### config.mk
export PLATFORM = sky130hd
export DESIGN_NAME = sprog_target
export DESIGN_NICKNAME = d
export VERILOG_FILES = /design/src/rtl/sprog_pkg.sv /design/src/rtl/sprog_link.sv /design/src/rtl/sprog_decode.sv /design/src/rtl/sprog_pagebuf.sv /design/src/rtl/sprog_target.sv
export SDC_FILE = /design/constraint.sdc
export NUM_CORES = 2
export LEC_CHECK = 0
export BUFFER_PORTS_ARGS = -buffer_cell sky130_fd_sc_hd__buf_2
export CORE_ASPECT_RATIO = 0.7
export CORE_UTILIZATION = 25
export CTS_CLUSTER_SIZE = 12
export DETAILED_ROUTE_END_ITERATION = 8
export GPL_TIMING_DRIVEN = 0
export PLACE_DENSITY_LB_ADDON = 0.2
export SYNTH_ARGS = -nofsm -noshare
export SYNTH_HDL_FRONTEND = slang
export SYNTH_HIERARCHICAL = 1
export SYNTH_SLANG_ARGS = --single-unit
### constraint.sdc
create_clock -name clk -period 5.1 [get_ports clk]
set_input_delay 0 -clock clk [delete_from_list [all_inputs] [get_ports clk]]
set_output_delay 0 -clock clk [all_outputs]
set_load 0.01 [all_outputs]
### src/rtl/sprog_pkg.sv
package sprog_pkg;
  localparam logic [7:0] OP_ENABLE  = 8'hAC;
  localparam logic [7:0] KEY_ENABLE = 8'h53;
  localparam logic [7:0] OP_LD_PLO  = 8'h40;
  localparam logic [7:0] OP_LD_PHI  = 8'h48;
  localparam logic [7:0] OP_WR_PAGE = 8'h4C;
  localparam logic [7:0] OP_LD_EE   = 8'hC1;
  localparam logic [7:0] OP_WR_EEPG = 8'hC2;
  localparam logic [7:0] OP_WR_EEB  = 8'hC0;
  localparam logic [7:0] OP_POLL    = 8'hF0;

  typedef enum logic [2:0] {
    REQ_NONE,
    REQ_LD_PROG,
    REQ_WR_PROG,
    REQ_LD_EE,
    REQ_WR_EE,
    REQ_WR_BYTE
  } req_e;
endpackage

### src/rtl/sprog_link.sv
module sprog_link (
  input  logic       clk,
  input  logic       rst,
  input  logic       hold,
  input  logic       sck,
  input  logic       mosi,
  input  logic [7:0] tx_byte,
  output logic       miso,
  output logic       sck_fall,
  output logic       byte_vld,
  output logic [7:0] byte_data,
  output logic [1:0] byte_idx
);
  logic [2:0] sck_sh;
  logic [1:0] mosi_sh;
  logic       sck_rise;
  logic       mosi_s;
  logic [2:0] bit_cnt;
  logic [1:0] frame_pos;
  logic [6:0] rx_sr;
  logic [7:0] tx_sr;

  // two-stage synchronisers; the third sck stage feeds edge detection
  always_ff @(posedge clk) begin
    if (rst) begin
      sck_sh  <= '0;
      mosi_sh <= '0;
    end else begin
      sck_sh  <= {sck_sh[1:0], sck};
      mosi_sh <= {mosi_sh[0], mosi};
    end
  end

  assign sck_rise = sck_sh[1] & ~sck_sh[2];
  assign sck_fall = ~sck_sh[1] & sck_sh[2];
  assign mosi_s   = mosi_sh[1];

  always_ff @(posedge clk) begin
    if (rst || !hold) begin
      bit_cnt   <= '0;
      frame_pos <= '0;
      rx_sr     <= '0;
      tx_sr     <= '0;
      miso      <= 1'b0;
      byte_vld  <= 1'b0;
      byte_data <= '0;
      byte_idx  <= '0;
    end else begin
      byte_vld <= 1'b0;
      if (sck_rise) begin
        rx_sr   <= {rx_sr[5:0], mosi_s};
        bit_cnt <= bit_cnt + 3'd1;
        if (bit_cnt == 3'd7) begin
          byte_vld  <= 1'b1;
          byte_data <= {rx_sr, mosi_s};
          byte_idx  <= frame_pos;
          frame_pos <= frame_pos + 2'd1;
        end
      end
      if (sck_fall) begin
        if (bit_cnt == 3'd0) begin
          miso  <= tx_byte[7];
          tx_sr <= {tx_byte[6:0], 1'b0};
        end else begin
          miso  <= tx_sr[7];
          tx_sr <= {tx_sr[6:0], 1'b0};
        end
      end
    end
  end
endmodule

### src/rtl/sprog_decode.sv
module sprog_decode
  import sprog_pkg::*;
#(
  parameter int ADDR_W = 13,
  parameter int IDX_W  = 6,
  localparam int PAGE_W = ADDR_W - IDX_W
) (
  input  logic              clk,
  input  logic              rst,
  input  logic              hold,
  input  logic              byte_vld,
  input  logic [7:0]        byte_data,
  input  logic [1:0]        byte_idx,
  input  logic              busy,
  output logic [7:0]        tx_byte,
  output logic              enabled,
  output req_e              req,
  output logic [IDX_W-1:0]  req_idx,
  output logic              req_hi,
  output logic [PAGE_W-1:0] req_page,
  output logic [ADDR_W-1:0] req_addr,
  output logic [7:0]        req_data
);
  logic [7:0]  b0, b1, b2;
  logic [15:0] addr_pair;
  req_e        cmd;

  assign addr_pair = {b1, b2};

  always_comb begin
    cmd = REQ_NONE;
    unique case (b0)
      OP_LD_PLO, OP_LD_PHI: cmd = REQ_LD_PROG;
      OP_WR_PAGE:           cmd = REQ_WR_PROG;
      OP_LD_EE:             cmd = REQ_LD_EE;
      OP_WR_EEPG:           cmd = REQ_WR_EE;
      OP_WR_EEB:            cmd = REQ_WR_BYTE;
      default:              cmd = REQ_NONE;
    endcase
  end

  always_ff @(posedge clk) begin
    if (rst) begin
      b0       <= '0;
      b1       <= '0;
      b2       <= '0;
      tx_byte  <= '0;
      enabled  <= 1'b0;
      req      <= REQ_NONE;
      req_idx  <= '0;
      req_hi   <= 1'b0;
      req_page <= '0;
      req_addr <= '0;
      req_data <= '0;
    end else begin
      req <= REQ_NONE;
      if (!hold) begin
        enabled <= 1'b0;
        tx_byte <= '0;
      end else if (byte_vld) begin
        unique case (byte_idx)
          2'd0: begin
            b0      <= byte_data;
            tx_byte <= '0;
          end
          2'd1: begin
            b1      <= byte_data;
            tx_byte <= byte_data;
          end
          2'd2: begin
            b2      <= byte_data;
            tx_byte <= (enabled && b0 == OP_POLL) ? {7'b0, busy} : 8'h00;
          end
          default: begin
            tx_byte  <= '0;
            req_idx  <= b2[IDX_W-1:0];
            req_hi   <= (b0 == OP_LD_PHI);
            req_page <= PAGE_W'(addr_pair >> IDX_W);
            req_addr <= ADDR_W'(addr_pair);
            req_data <= byte_data;
            if (b0 == OP_ENABLE && b1 == KEY_ENABLE)
              enabled <= 1'b1;
            else if (enabled && !busy)
              req <= cmd;
          end
        endcase
      end
    end
  end
endmodule

### src/rtl/sprog_pagebuf.sv
module sprog_pagebuf
  import sprog_pkg::*;
#(
  parameter int ADDR_W      = 13,
  parameter int IDX_W       = 6,
  parameter int BUSY_CYCLES = 200,
  localparam int PAGE_W   = ADDR_W - IDX_W,
  localparam int DEPTH    = 1 << IDX_W,
  localparam int WALK_CYC = DEPTH + 3,
  localparam int HOLD     = (BUSY_CYCLES > WALK_CYC) ? BUSY_CYCLES : WALK_CYC,
  localparam int CNT_W    = $clog2(HOLD + 1)
) (
  input  logic              clk,
  input  logic              rst,
  input  req_e              req,
  input  logic [IDX_W-1:0]  req_idx,
  input  logic              req_hi,
  input  logic [PAGE_W-1:0] req_page,
  input  logic [ADDR_W-1:0] req_addr,
  input  logic [7:0]        req_data,
  output logic              mem_we,
  output logic              mem_eeprom,
  output logic [ADDR_W-1:0] mem_addr,
  output logic [15:0]       mem_wdata,
  output logic              busy
);
  localparam int NBANK = 3; // 0: program low, 1: program high, 2: EEPROM

  logic [NBANK-1:0]   bank_we;
  logic [NBANK*8-1:0] rd_bus;
  logic [IDX_W-1:0]   rd_idx;
  logic [DEPTH-1:0]   ee_loaded;
  logic               walking, walk_ee;
  logic [PAGE_W-1:0]  walk_page;
  logic               p1_vld, p1_flag;
  logic [IDX_W-1:0]   p1_idx;
  logic [CNT_W-1:0]   busy_cnt;
  logic               start;

  assign bank_we[0] = (req == REQ_LD_PROG) && !req_hi;
  assign bank_we[1] = (req == REQ_LD_PROG) && req_hi;
  assign bank_we[2] = (req == REQ_LD_EE);
  assign start = (req == REQ_WR_PROG) || (req == REQ_WR_EE) || (req == REQ_WR_BYTE);

  for (genvar g = 0; g < NBANK; g++) begin : g_bank
    logic [7:0] mem [DEPTH];
    logic [7:0] q;
    always_ff @(posedge clk) begin
      if (bank_we[g]) mem[req_idx] <= req_data;
      q <= mem[rd_idx];
    end
    assign rd_bus[g*8 +: 8] = q;
  end

  always_ff @(posedge clk) begin
    if (rst) begin
      ee_loaded  <= '0;
      walking    <= 1'b0;
      walk_ee    <= 1'b0;
      walk_page  <= '0;
      rd_idx     <= '0;
      p1_vld     <= 1'b0;
      p1_flag    <= 1'b0;
      p1_idx     <= '0;
      mem_we     <= 1'b0;
      mem_eeprom <= 1'b0;
      mem_addr   <= '0;
      mem_wdata  <= '0;
    end else begin
      p1_vld <= 1'b0;
      mem_we <= 1'b0;
      if (bank_we[2]) ee_loaded[req_idx] <= 1'b1;
      if (req == REQ_WR_PROG || req == REQ_WR_EE) begin
        walking   <= 1'b1;
        walk_ee   <= (req == REQ_WR_EE);
        walk_page <= req_page;
        rd_idx    <= '0;
      end else if (walking) begin
        p1_vld  <= 1'b1;
        p1_idx  <= rd_idx;
        p1_flag <= ee_loaded[rd_idx];
        rd_idx  <= rd_idx + 1'b1;
        if (&rd_idx) begin
          walking <= 1'b0;
          if (walk_ee) ee_loaded <= '0;
        end
      end
      if (p1_vld && (!walk_ee || p1_flag)) begin
        mem_we     <= 1'b1;
        mem_eeprom <= walk_ee;
        mem_addr   <= {walk_page, p1_idx};
        mem_wdata  <= walk_ee ? {8'h00, rd_bus[23:16]} : {rd_bus[15:8], rd_bus[7:0]};
      end else if (req == REQ_WR_BYTE) begin
        mem_we     <= 1'b1;
        mem_eeprom <= 1'b1;
        mem_addr   <= req_addr;
        mem_wdata  <= {8'h00, req_data};
      end
    end
  end

  always_ff @(posedge clk) begin
    if (rst) begin
      busy_cnt <= '0;
      busy     <= 1'b0;
    end else if (start) begin
      busy_cnt <= CNT_W'(HOLD);
      busy     <= 1'b1;
    end else if (busy_cnt != '0) begin
      busy_cnt <= busy_cnt - 1'b1;
      busy     <= (busy_cnt != CNT_W'(1));
    end
  end
endmodule

### src/rtl/sprog_target.sv
module sprog_target
  import sprog_pkg::*;
#(
  parameter int ADDR_W      = 13,
  parameter int IDX_W       = 6,
  parameter int BUSY_CYCLES = 200
) (
  input  logic              clk,
  input  logic              rst,
  input  logic              target_held,
  input  logic              sck,
  input  logic              mosi,
  output logic              miso,
  output logic              mem_we,
  output logic              mem_eeprom,
  output logic [ADDR_W-1:0] mem_addr,
  output logic [15:0]       mem_wdata,
  output logic              busy
);
  localparam int PAGE_W = ADDR_W - IDX_W;

  logic              sck_fall, byte_vld, enabled, req_hi;
  logic [7:0]        byte_data, tx_byte, req_data;
  logic [1:0]        byte_idx;
  req_e              req;
  logic [IDX_W-1:0]  req_idx;
  logic [PAGE_W-1:0] req_page;
  logic [ADDR_W-1:0] req_addr;

  sprog_link i_link (
    .clk(clk), .rst(rst), .hold(target_held), .sck(sck), .mosi(mosi),
    .tx_byte(tx_byte), .miso(miso), .sck_fall(sck_fall),
    .byte_vld(byte_vld), .byte_data(byte_data), .byte_idx(byte_idx)
  );

  sprog_decode #(.ADDR_W(ADDR_W), .IDX_W(IDX_W)) i_decode (
    .clk(clk), .rst(rst), .hold(target_held), .byte_vld(byte_vld),
    .byte_data(byte_data), .byte_idx(byte_idx), .busy(busy),
    .tx_byte(tx_byte), .enabled(enabled), .req(req), .req_idx(req_idx),
    .req_hi(req_hi), .req_page(req_page), .req_addr(req_addr), .req_data(req_data)
  );

  sprog_pagebuf #(.ADDR_W(ADDR_W), .IDX_W(IDX_W), .BUSY_CYCLES(BUSY_CYCLES)) i_pagebuf (
    .clk(clk), .rst(rst), .req(req), .req_idx(req_idx), .req_hi(req_hi),
    .req_page(req_page), .req_addr(req_addr), .req_data(req_data),
    .mem_we(mem_we), .mem_eeprom(mem_eeprom), .mem_addr(mem_addr),
    .mem_wdata(mem_wdata), .busy(busy)
  );
endmodule

==> results.sh <==
export IMPL_clk_path_buf_depth=4
export IMPL_syn_inst=3463
export IMPL_timing_fmax_mhz=200
export IMPL_worstSkewPairLatency_ps=830
export IMPL_fin_cells=7475
export IMPL_synth_ff_type="edfxtp_1"
export IMPL_finalNetCount=3736
export IMPL_synth_largest_area_cell="edfxtp_1"
export IMPL_synth_edf_count=1536
export IMPL_numPlacedInstances=7171
export IMPL_violations="design-rule violations, max-capacitance violations, max-slew violations"
export IMPL_synth_seq_area_share_pct=74.5
export IMPL_stdcell_area_um2=79200
export IMPL_tightest_slew_ps=1620
export IMPL_p_leak_nw=19.3
export IMPL_rr_worst_depth=7
export IMPL_ant_nets=0
export IMPL_dp_hpwl_um=151000
export IMPL_grt_max_degree=89
export IMPL_rows=160
export IMPL_finalSetupViolations=0
export IMPL_rsz0062_at_grt="false"
export IMPL_hold_path_class="in2reg"
export IMPL_cts_sinks=1781
export IMPL_synth_area_top_cells="edfxtp_1 67%, mux4_2 16%, dfxtp_1 7.2%, nor2_1 1.7%, mux2i_1 1.1%"
export IMPL_grt_pass1_vias=34500
export IMPL_drv_slew=29
export IMPL_synth_top_area_share_pct=67.3
export IMPL_slew_headroom_pct=-7.98
export IMPL_ios=38
export IMPL_core_area_um2=272000
export IMPL_cts_buffers=181
export IMPL_worstSetupStartpointType="flip-flop"
export IMPL_drive_above_1_share_pct=23.5
export IMPL_fin_crit_ps=4990
export IMPL_vias=35800
export IMPL_die_area_um2=276000
export IMPL_synth_seq_cells=1781
export IMPL_cap_violations=6
export IMPL_status="complete, but fails checks"
export IMPL_syn_area_per_cell_um2=19.8
export IMPL_final_hold_viol_count=0
export IMPL_place_area_um2=73900
export IMPL_period_share_pct=97.9
export IMPL_wl_per_cell_um=29.5
export IMPL_synthesis_area_um2=68500
export IMPL_drt_iter0_drc=4683
export IMPL_drtPass1Iterations=9
export IMPL_wl_um=221000
export IMPL_crit_required_ps=5740
export IMPL_gp_congestion=0.861
export IMPL_grt_ovfl_total=0
export IMPL_final_common_cell="edfxtp_1"
export IMPL_die_w_um=628
export IMPL_cts_tree="yes"
export IMPL_p_total_w=0.0282
export IMPL_start_util_pct=25.2
export IMPL_yosysWarnings=6
export IMPL_area_growth_pct=15.7
export IMPL_crit_type="reg2reg"
export IMPL_finalClockSkew_ps=56.5
export IMPL_whs_path_depth=3
export IMPL_avgViaCountPerCell=4.79
export IMPL_port_buffers=37
export IMPL_clkTransAtPathRegs_ps=60
export IMPL_grt_pass1_wl_um=299000
export IMPL_p_per_area_nw_per_um2=356
export IMPL_root_buffer="clkbuf_16"
export IMPL_cts_htree_levels=4
export IMPL_worstPathArrival_ps=5630
export IMPL_final_util_pct=29.1
export IMPL_dieHeight_um=440
export IMPL_gr_usage_all_layers_pct=15.7
export IMPL_syn_nets=3479
export IMPL_drc=4
export IMPL_yosysUniqueCellTypes=60
export IMPL_cp_max_fo=10
export IMPL_grt_antenna_before_repair=21
export IMPL_finalSetupTns_ps=0
export IMPL_synthArstFlopShare_pct=0
export IMPL_final_cell_mix="1536 x edfxtp_1, 479 x mux4_2, 300 x nor2_1"
export IMPL_vdd_drop_max_v=0.000249
export IMPL_crit_path_end_kind="flip-flop"
-- state kept, by name (all words and copies together), names as in the netlist, 5 cells and up --
signal / cells
i_pagebuf/busy_cnt: 8
i_pagebuf/walk_page: 7
i_link/byte_data: 8
i_decode/req_idx: 5
i_pagebuf/mem_addr: 13
i_decode/b1: 8
i_pagebuf/ee_loaded: 64
i_pagebuf/g_bank.q: 24
i_pagebuf/g_bank.mem: 1536
i_decode/tx_byte: 8
i_pagebuf/mem_wdata: 16
i_decode/req_page: 7
i_decode/b2: 8
i_link/rx_sr: 7
i_decode/b0: 8
i_pagebuf/p1_idx: 6
i_decode/req_data: 8
i_pagebuf/rd_idx: 6
i_link/tx_sr: 7
-- cell families after synthesis --
group / after synthesis / share of synthesized area, %
buffers and inverters: 233 / 1.68
xor gates and xnor gates: 14 / 0.179
muxes: 575 / 17.2
adders and majority gates: 11 / 0.201
DFF: 1781 / 74.5
and+or+nand+nor: 594 / 3.79
AOI/OAI and AO/OA: 255 / 2.49
-- routing by layer --
metal / GRT usage [%] / up-vias / wire length (µm)
met5: 0 / - / 295
met4: 2.84 / 8 / 3940
met3: 4.48 / 249 / 20600
met2: 20.1 / 1397 / 84800
met1: 25.7 / 19700 / 111000
li1: - / 14500 / -
-- worst paths after layout --
path / from / to / slack [ps]
setup / recovery: i_pagebuf/rd_idx[1] / i_pagebuf/g_bank[1].q[7] / 110
hold / removal: rst / i_link/sck_sh[2] / 110
setup reg to reg: i_pagebuf/rd_idx[1] / i_pagebuf/g_bank[1].q[7] / 110
hold reg to reg: i_pagebuf/mem_wdata[5] / i_pagebuf/mem_wdata[5] / 450
-- power by group --
part	total, W	internal, W	leakage, nW	switching, W
registers	0.0157	0.0156	12.6	0.0000373
clock network	0.0123	0.00683	2.51	0.00550
logic	0.000257	0.000105	4.18	0.000153
total	0.0282	0.0226	19.3	0.00569
-- metrics by stage --
stage	setup slack (ps)	hold slack, ps
detailed placement	312	239
global placement	-2170	248
global route	44.9	111
finish	107	107
CTS	297	72.7
floorplan	1770	71.6
-- layout make-up --
| class | count | area, µm² |
|---|---|---|
| multi-input combinational | 1449 | 16400 |
| timing repair buffer | 74 | 918 |
| antenna | 6 | 15.0 |
| clock inverter | 12 | 65.1 |
| sequential | 1781 | 51100 |
| clock buffer | 275 | 5110 |
| fill | 26600 | 193000 |
| tap | 3645 | 4560 |
| inverter | 13 | 48.8 |
| buffer | 220 | 1110 |
-- Yosys cell counts (all sizes together), types with 26 or more instances --
cell,n
mux2i,78
buf,116
nand3,26
edfxtp,1536
a21oi,84
nor2,302
dfxtp,245
mux4,479
nand2,165
clkbuf,104
o211ai,26
o21a,66
-- timing repair --
| action | in CTS | in global routing |
|---|---|---|
| setup buffers | 0 | 0 |
| resized for setup | 0 | 0 |
| hold buffers | 8 | 0 |
| hold endpoints to repair | 54 | 0 |
-- critical path, stage by stage (launching register included) --
cell and delay [ps]:
dfxtp_1 510, buf_2 430, clkbuf_2 600, clkbuf_1 1050
mux4_2 490, mux4_2 550, o22ai_1 870, nor2_1 250
(Power assumes the default switching activity.)
